**config.mk**
```make
export PLATFORM = sky130hd
export DESIGN_NAME = flash_irq_seq
export DESIGN_NICKNAME = d
export VERILOG_FILES = /design/src/rtl/fis_pkg.sv /design/src/rtl/fis_rb_edge.sv /design/src/rtl/fis_order_queue.sv /design/src/rtl/fis_status_reg.sv /design/src/rtl/flash_irq_seq.sv
export SDC_FILE = /design/constraint.sdc
export NUM_CORES = 1
export LEC_CHECK = 0
export BUFFER_PORTS_ARGS = -buffer_cell sky130_fd_sc_hd__buf_2
export CAP_MARGIN = 20
export CORE_MARGIN = 2
export CORE_UTILIZATION = 42
export DETAILED_ROUTE_END_ITERATION = 16
export PLACE_DENSITY = 0.74
export SETUP_SLACK_MARGIN = 0.5
export SLEW_MARGIN = 30
export SYNTH_ARGS = -nofsm -noshare
export SYNTH_HDL_FRONTEND = slang
export SYNTH_HIERARCHICAL = 1
export SYNTH_SLANG_ARGS = --single-unit
```
**constraint.sdc**
```tcl
create_clock -name clk -period 1.71 [get_ports clk]
set_input_delay 0.171 -clock clk [delete_from_list [all_inputs] [get_ports clk]]
set_output_delay 0.171 -clock clk [all_outputs]
set_load 0.02 [all_outputs]
```
**src/rtl/fis_pkg.sv**
```systemverilog
package fis_pkg;
  localparam int NSTAT  = 14;
  localparam int NCHAIN = 11;

  localparam logic [1:0] K_ERASE = 2'd0;
  localparam logic [1:0] K_PROG  = 2'd1;
  localparam logic [1:0] K_READ  = 2'd2;
  localparam logic [1:0] K_IDLE  = 2'd3;

  // status bit positions
  localparam int B_TMO       = 0;
  localparam int B_DMA       = 1;
  localparam int B_PIPE_DONE = 2;
  localparam int B_LOCK      = 3;
  localparam int B_RB        = 4;
  localparam int B_RST       = 5;
  localparam int B_ER_FAIL   = 6;
  localparam int B_ER_DONE   = 7;
  localparam int B_PIPE_ERR  = 8;
  localparam int B_PAGE      = 9;
  localparam int B_PG_FAIL   = 10;
  localparam int B_PG_DONE   = 11;
  localparam int B_LOAD      = 12;
  localparam int B_ECC       = 13;

  // queue slots, lowest index raised first; one order satisfies all kinds
  localparam int C_LOCK      = 0;
  localparam int C_ER_FAIL   = 1;
  localparam int C_ER_DONE   = 2;
  localparam int C_PIPE_ERR  = 3;
  localparam int C_PAGE      = 4;
  localparam int C_PG_FAIL   = 5;
  localparam int C_PIPE_DONE = 6;
  localparam int C_PG_DONE   = 7;
  localparam int C_LOAD      = 8;
  localparam int C_ECC       = 9;
  localparam int C_DMA       = 10;

  function automatic int slot_to_bit(input int c);
    case (c)
      C_LOCK:      return B_LOCK;
      C_ER_FAIL:   return B_ER_FAIL;
      C_ER_DONE:   return B_ER_DONE;
      C_PIPE_ERR:  return B_PIPE_ERR;
      C_PAGE:      return B_PAGE;
      C_PG_FAIL:   return B_PG_FAIL;
      C_PIPE_DONE: return B_PIPE_DONE;
      C_PG_DONE:   return B_PG_DONE;
      C_LOAD:      return B_LOAD;
      C_ECC:       return B_ECC;
      default:     return B_DMA;
    endcase
  endfunction
endpackage

```
**src/rtl/fis_rb_edge.sv**
```systemverilog
module fis_rb_edge #(
  parameter int STAGES = 2
) (
  input  logic clk,
  input  logic rst,
  input  logic pin,
  output logic rise
);
  logic [STAGES-1:0] sync_q;
  logic              prev_q;

  always_ff @(posedge clk) begin
    if (rst) sync_q[0] <= 1'b0;
    else     sync_q[0] <= pin;
  end

  generate
    for (genvar i = 1; i < STAGES; i++) begin : g_stage
      always_ff @(posedge clk) begin
        if (rst) sync_q[i] <= 1'b0;
        else     sync_q[i] <= sync_q[i-1];
      end
    end
  endgenerate

  always_ff @(posedge clk) begin
    if (rst) prev_q <= 1'b0;
    else     prev_q <= sync_q[STAGES-1];
  end

  assign rise = sync_q[STAGES-1] & ~prev_q;

  // an edge yields exactly one pulse
  a_r7_single_pulse: assert property (@(posedge clk) disable iff (rst)
    rise |=> !rise);
endmodule

```
**src/rtl/fis_order_queue.sv**
```systemverilog
module fis_order_queue
  import fis_pkg::*;
(
  input  logic             clk,
  input  logic             rst,
  input  logic             cmd_start,
  input  logic [1:0]       cmd_kind,
  input  logic             cmd_dma,
  input  logic             cmd_locked,
  input  logic             ev_page,
  input  logic             ev_fail,
  input  logic             ev_ecc,
  input  logic             ev_pipe_break,
  input  logic             ev_last_page,
  input  logic             ev_done,
  input  logic             wdog,
  output logic [NSTAT-1:0] raise
);
  logic [1:0]        kind_q;
  logic              dma_q;
  logic [NCHAIN-1:0] pend_q;
  logic [NCHAIN-1:0] new_ev;
  logic [NCHAIN-1:0] grant;

  always_comb begin
    new_ev = '0;
    if (!cmd_start) begin
      case (kind_q)
        K_ERASE: begin
          new_ev[C_ER_FAIL] = ev_fail;
          new_ev[C_ER_DONE] = ev_done;
        end
        K_PROG: begin
          new_ev[C_PIPE_ERR]  = ev_pipe_break;
          new_ev[C_PAGE]      = ev_page;
          new_ev[C_PG_FAIL]   = ev_fail;
          new_ev[C_PIPE_DONE] = ev_last_page;
          new_ev[C_PG_DONE]   = ev_done;
          new_ev[C_DMA]       = ev_done & dma_q;
        end
        K_READ: begin
          new_ev[C_PIPE_ERR]  = ev_pipe_break;
          new_ev[C_PAGE]      = ev_page;
          new_ev[C_PIPE_DONE] = ev_last_page;
          new_ev[C_LOAD]      = ev_done;
          new_ev[C_ECC]       = ev_ecc;
          new_ev[C_DMA]       = ev_done & dma_q;
        end
        default: new_ev = '0;
      endcase
    end
  end

  // isolate the earliest pending slot
  assign grant = pend_q & (~pend_q + 1'b1);

  always_ff @(posedge clk) begin
    if (rst) begin
      kind_q <= K_IDLE;
      dma_q  <= 1'b0;
      pend_q <= '0;
    end else if (wdog) begin
      pend_q <= '0;
    end else if (cmd_start) begin
      kind_q <= cmd_kind;
      dma_q  <= cmd_dma;
      pend_q <= '0;
      pend_q[C_LOCK] <= cmd_locked & (cmd_kind == K_PROG || cmd_kind == K_ERASE);
    end else begin
      pend_q <= (pend_q & ~grant) | new_ev;
    end
  end

  always_comb begin
    raise = '0;
    for (int c = 0; c < NCHAIN; c++) begin
      raise[slot_to_bit(c)] = raise[slot_to_bit(c)] | grant[c];
    end
  end

  // DMA completion only for a DMA-enabled program or read
  a_r5_dma_gate: assert property (@(posedge clk) disable iff (rst)
    raise[B_DMA] |-> (dma_q && kind_q != K_ERASE));
endmodule

```
**src/rtl/fis_status_reg.sv**
```systemverilog
module fis_status_reg
  import fis_pkg::*;
(
  input  logic             clk,
  input  logic             rst,
  input  logic [NSTAT-1:0] raise,
  input  logic             wdog,
  input  logic             rb_rise,
  input  logic             reset_done,
  input  logic             clr_we,
  input  logic [NSTAT-1:0] clr_mask,
  input  logic [NSTAT-1:0] irq_en,
  output logic [NSTAT-1:0] status,
  output logic             irq
);
  localparam logic [NSTAT-1:0] TMO_ONLY = NSTAT'(1) << B_TMO;

  logic [NSTAT-1:0] set_v;
  logic [NSTAT-1:0] clr_v;
  logic [NSTAT-1:0] status_d;

  always_comb begin
    set_v = raise;
    set_v[B_RB]  = set_v[B_RB]  | rb_rise;
    set_v[B_RST] = set_v[B_RST] | reset_done;
    clr_v = clr_we ? clr_mask : '0;
    if (wdog) status_d = TMO_ONLY;
    else      status_d = (status & ~clr_v) | set_v;
  end

  always_ff @(posedge clk) begin
    if (rst) begin
      status <= '0;
      irq    <= 1'b0;
    end else begin
      status <= status_d;
      irq    <= |(status_d & irq_en);
    end
  end

  // watchdog leaves only its own bit
  a_r6_tmo_only: assert property (@(posedge clk) disable iff (rst)
    wdog |=> (status == TMO_ONLY));
  // the queue never offers two bits at once
  a_r3_one_raise: assert property (@(posedge clk) disable iff (rst)
    $onehot0(raise));
  // a raised bit is present next cycle even under a clear
  a_r9_set_wins: assert property (@(posedge clk) disable iff (rst)
    (!wdog && |raise) |=> ((status & $past(raise)) == $past(raise)));
  // interrupt tracks the enabled status bits
  a_r10_irq: assert property (@(posedge clk) disable iff (rst)
    1'b1 |=> (irq == |(status & $past(irq_en))));
endmodule

```
**src/rtl/flash_irq_seq.sv**
```systemverilog
module flash_irq_seq
  import fis_pkg::*;
#(
  parameter int RB_SYNC_STAGES = 2
) (
  input  logic             clk,
  input  logic             rst,
  input  logic             cmd_start,
  input  logic [1:0]       cmd_kind,
  input  logic             cmd_dma,
  input  logic             cmd_locked,
  input  logic             ev_page,
  input  logic             ev_fail,
  input  logic             ev_ecc,
  input  logic             ev_pipe_break,
  input  logic             ev_last_page,
  input  logic             ev_done,
  input  logic             ev_wdog,
  input  logic             ev_reset_done,
  input  logic             rb_pin,
  input  logic             clr_we,
  input  logic [NSTAT-1:0] clr_mask,
  input  logic [NSTAT-1:0] irq_en,
  output logic [NSTAT-1:0] status,
  output logic             irq
);
  logic             rb_rise;
  logic [NSTAT-1:0] raise;

  fis_rb_edge #(.STAGES(RB_SYNC_STAGES)) u_rb (
    .clk  (clk),
    .rst  (rst),
    .pin  (rb_pin),
    .rise (rb_rise)
  );

  fis_order_queue u_queue (
    .clk           (clk),
    .rst           (rst),
    .cmd_start     (cmd_start),
    .cmd_kind      (cmd_kind),
    .cmd_dma       (cmd_dma),
    .cmd_locked    (cmd_locked),
    .ev_page       (ev_page),
    .ev_fail       (ev_fail),
    .ev_ecc        (ev_ecc),
    .ev_pipe_break (ev_pipe_break),
    .ev_last_page  (ev_last_page),
    .ev_done       (ev_done),
    .wdog          (ev_wdog),
    .raise         (raise)
  );

  fis_status_reg u_stat (
    .clk        (clk),
    .rst        (rst),
    .raise      (raise),
    .wdog       (ev_wdog),
    .rb_rise    (rb_rise),
    .reset_done (ev_reset_done),
    .clr_we     (clr_we),
    .clr_mask   (clr_mask),
    .irq_en     (irq_en),
    .status     (status),
    .irq        (irq)
  );
endmodule

```
==> impl_metrics.ini <==
[grt]
via_count_of_the_first_global_routing_pass = 1346
grt_start_max_net_pins = 15
grt_pass1_wl_um = 5870
antenna_found_initial = 0
gr-total-overflow = 0
global_route.usage.total = 0.189

[floorplan]
design.core.area_um2 = 3340
ios = 60
die_outline_area_um2 = 3960
die_w_um = 62.9
rows = 21
die_outline_height_um = 62.9
initial_core_util = 0.437

[cts]
cts_sinks = 32
htree_num_levels = 2
cts.reportedPaths.clkPinSlew_ns = 0.09
clock_insertion_delay_worst_skew_ns = 0.33
cts_root_buf = sky130_fd_sc_hd__clkbuf_4
tritoncts = built
max-clock-path-buffers = 2
numCtsBuffers = 5

[final_layout]
fillCellCount = 318
antenna_cells = 0
area.growth.synth_to_final_pct = 35.0
finalNetCount = 289
final_layout_size_suffix_gt1_frac = 0.401

[power_and_ir_drop]
power.switching_uw = 340
power.share.combinational = 0.134
p_per_area_nw_per_um2 = 708
p_int_mw = 1.05
p_sw_frac = 0.244
p_leak_nw = 0.894
ir_worst_vdd_mv = 0.388
pwr-share-seq = 0.551
part_of_the_power_in_the_clock_network = 0.315

[routing]
number_of_nets_with_antenna_violations_after_detailed_routing = 0
routed.top_layer = met4
route.detailed.wl_per_inst_um = 11.9
drt_iter0_drc = 74
met1_length_um = 1500
routed_via_density = 4.91
drtPass1Iterations = 4
routed_wirelength_um = 3440
met2_length_um = 1680
met3_length_um = 201
detailroute.via_count = 1415
remaining_drc_errors = 0

[placed_design]
place.port_buffers = 59
hpwl_um = 2520
setup_ws_pre_cts_ns = -0.126
place.gp.congestion = 0.784

[worst_hold_path]
holdCritPathClass = in2reg
timing.hold.worst.start = cmd_kind[0]

[yosys]
post_synth_instance_area_um2 = 1460
netlist-cell-type-count = 40
synth_ff_type = sky130_fd_sc_hd__dfxtp_1
ys_async_sr_fraction = 0
register_area_share_after_synthesis = 0.439
yosys_register_bits = 32
number_of_enable_flip_flop_cells_after_synthesis = 0
postSynthAreaPerCell_um2 = 8.52
postSynthCellCount = 171
synthesis.yosys.warnings = 6

[setup_path]
reg2reg_setup_slack_ns = -0.03
critPathCaptureType = flip-flop
worst-endpoint-arrival_ns = 2.00
critPathLaunch = u_queue/pend_q[2]$_SDFF_PP0_
timing.critical_path.from_type = flip-flop
worst_setup_endpoint = u_stat/irq$_SDFF_PP0_
r2r-end = u_stat/irq$_SDFF_PP0_
worst-endpoint-required_ns = 1.97
r2r.worst_path.cells = 7
timing.setup.critical_path_class = reg2reg
timing.critical_path.fanout_max = 5
startpoint_of_the_worst_slack_reg_to_reg_timing_path = u_queue/pend_q[2]$_SDFF_PP0_

[timing]
fin_crit_ns = 1.74
hold_violations = 0
max_freq_mhz = 575
finalHoldWorstSlack_ns = 0.0373
finalClockSkew_ns = 0.00579
setup_repair_after_global_routing_missed_its_margin = true
timing_max_transition_violations_final = 0
setup_slack_ns = -0.0300
final_min_period_over_clock_period = 1.02
setup_viol = 1

[outcome]
result_of_the_run = complete, but fails checks
violations_in_the_final_reports = negative setup slack

[run]
drv_cap = 0
## per-stage QoR
step                power (mW)  utilization  cell area, um2  setup TNS (ns)  instances
finish                    1.39        0.590            1970         -0.0300        288
global route              1.48        0.590            1970          -0.207        288
CTS                       1.40        0.577            1930         -0.0297        287
detailed placement       0.953        0.543            1810          -0.126        277
global placement         0.951        0.543            1810         -0.0818        277
floorplan                0.873            -            1470         -0.0656        173
## worst min-delay path by stage
| stage | endpoint | cells after the start |
|---|---|---|
| 6_report | u_queue/kind_q[0]$_SDFFE_PP1P_ | 2 |
| 3_3_place_gp | u_queue/pend_q[0]$_SDFF_PP0_ | 2 |
| 5_1_grt | u_queue/kind_q[0]$_SDFFE_PP1P_ | 2 |
| 4_1_cts | u_queue/pend_q[0]$_SDFF_PP0_ | 2 |
| 3_5_place_dp | u_queue/pend_q[0]$_SDFF_PP0_ | 2 |
| 2_1_floorplan | u_rb/prev_q$_SDFF_PP0_ | 1 |
## layer usage
metal,GRT usage,up-vias
li1,-,731
met1,0.229,637
met5,0,-
met4,0.103,0
met3,0.0559,6
met2,0.301,41
## state kept, by name (all words and copies together) (netlist names)
signal / cells
u_queue/pend_q: 11
u_rb/sync_q: 2
u_stat/irq: 1
u_queue/dma_q: 1
u_stat/status: 14
u_queue/kind_q: 2
u_rb/prev_q: 1
## timing repair
item	CTS	global route
setup buffers	2	0
pin swaps	5	1
resized for setup	14	5
hold buffers	0	1
endpoints found under the hold margin	0	1
endpoints found under the setup margin	17	16
## cell type report
cell class,count,area [um2],share of cell area
Timing Repair Buffer,69,377,0.191
Tap cell,46,57.6,0.0292
Sequential cell,32,643,0.327
Multi-Input combinational cell,123,795,0.404
Clock buffer,8,58.8,0.0299
Inverter,10,37.5,0.0191
## logic make-up (layout without fill, tap and decap cells)
family / after synthesis / after routing / synth area share
AO/OA/AOI/OAI: 47 / 47 / 0.213
other: 1 / 3 / 0.00257
AND/OR/NAND/NOR: 69 / 69 / 0.246
buffers and inverters: 18 / 87 / 0.0670
flip-flops: 32 / 32 / 0.439
multiplexers: 1 / 1 / 0.00687
adder cells (fa/ha/maj): 3 / 3 / 0.0258
## critical path, cell delays in order (launching register included)
cell,delay [ns]
sky130_fd_sc_hd__dfxtp_2,0.33
sky130_fd_sc_hd__or3_4,0.42
sky130_fd_sc_hd__nor4_4,0.22
sky130_fd_sc_hd__and3b_2,0.24
sky130_fd_sc_hd__o21ai_0,0.08
sky130_fd_sc_hd__o2111ai_1,0.11
sky130_fd_sc_hd__o21bai_1,0.08
sky130_fd_sc_hd__a41oi_1,0.19
## cell usage in the layout (no fill, tap or decap), types with 2 or more instances in the layout
cell type / count
sky130_fd_sc_hd__buf_2: 59
sky130_fd_sc_hd__conb_1: 3
sky130_fd_sc_hd__clkbuf_1: 2
sky130_fd_sc_hd__dfxtp_1: 30
sky130_fd_sc_hd__a211oi_2: 2
sky130_fd_sc_hd__o32a_1: 2
sky130_fd_sc_hd__nor2_1: 26
sky130_fd_sc_hd__o21ai_0: 6
sky130_fd_sc_hd__a21oi_1: 12
sky130_fd_sc_hd__ha_1: 2
sky130_fd_sc_hd__buf_4: 8
sky130_fd_sc_hd__a21boi_0: 6
sky130_fd_sc_hd__a211oi_1: 2
sky130_fd_sc_hd__nor4_1: 2
sky130_fd_sc_hd__a22oi_1: 2
sky130_fd_sc_hd__clkbuf_4: 5
sky130_fd_sc_hd__inv_1: 10
sky130_fd_sc_hd__dfxtp_2: 2
sky130_fd_sc_hd__or2_2: 2
sky130_fd_sc_hd__o21ai_1: 4
sky130_fd_sc_hd__nor3_1: 2
sky130_fd_sc_hd__nor2b_1: 6
sky130_fd_sc_hd__nand2_1: 14
sky130_fd_sc_hd__a211o_1: 2
## power by group through the flow
stage	Combinational (mW)	Sequential, mW	Clock [mW]
floorplan	0.0787	0.794	0
global placement	0.166	0.785	0
detailed placement	0.167	0.786	0
CTS	0.176	0.768	0.459
finish	0.187	0.768	0.439
global route	0.208	0.771	0.502
## Yosys cell counts, types with 2 or more instances
cell	number	area [um2]
sky130_fd_sc_hd__buf_4	4	30.0
sky130_fd_sc_hd__a21boi_0	6	45.0
sky130_fd_sc_hd__nor4_1	3	18.8
sky130_fd_sc_hd__clkbuf_1	2	7.51
sky130_fd_sc_hd__a21oi_1	13	65.1
sky130_fd_sc_hd__nor2b_1	6	37.5
sky130_fd_sc_hd__inv_1	10	37.5
sky130_fd_sc_hd__o2111ai_1	2	17.5
sky130_fd_sc_hd__o32a_1	2	20.0
sky130_fd_sc_hd__nor2_1	27	101
sky130_fd_sc_hd__buf_6	2	22.5
sky130_fd_sc_hd__a211o_1	2	17.5
sky130_fd_sc_hd__dfxtp_1	32	641
sky130_fd_sc_hd__ha_1	3	37.5
sky130_fd_sc_hd__or2_2	2	12.5
sky130_fd_sc_hd__nor3_1	2	10.0
sky130_fd_sc_hd__nor3b_1	2	15.0
sky130_fd_sc_hd__o21ai_0	11	55.1
sky130_fd_sc_hd__a22oi_1	3	22.5
sky130_fd_sc_hd__a211oi_1	3	22.5
sky130_fd_sc_hd__or3_1	2	12.5
sky130_fd_sc_hd__nand2_1	14	52.6
No activity file was read; power rests on OpenSTA's default activity.
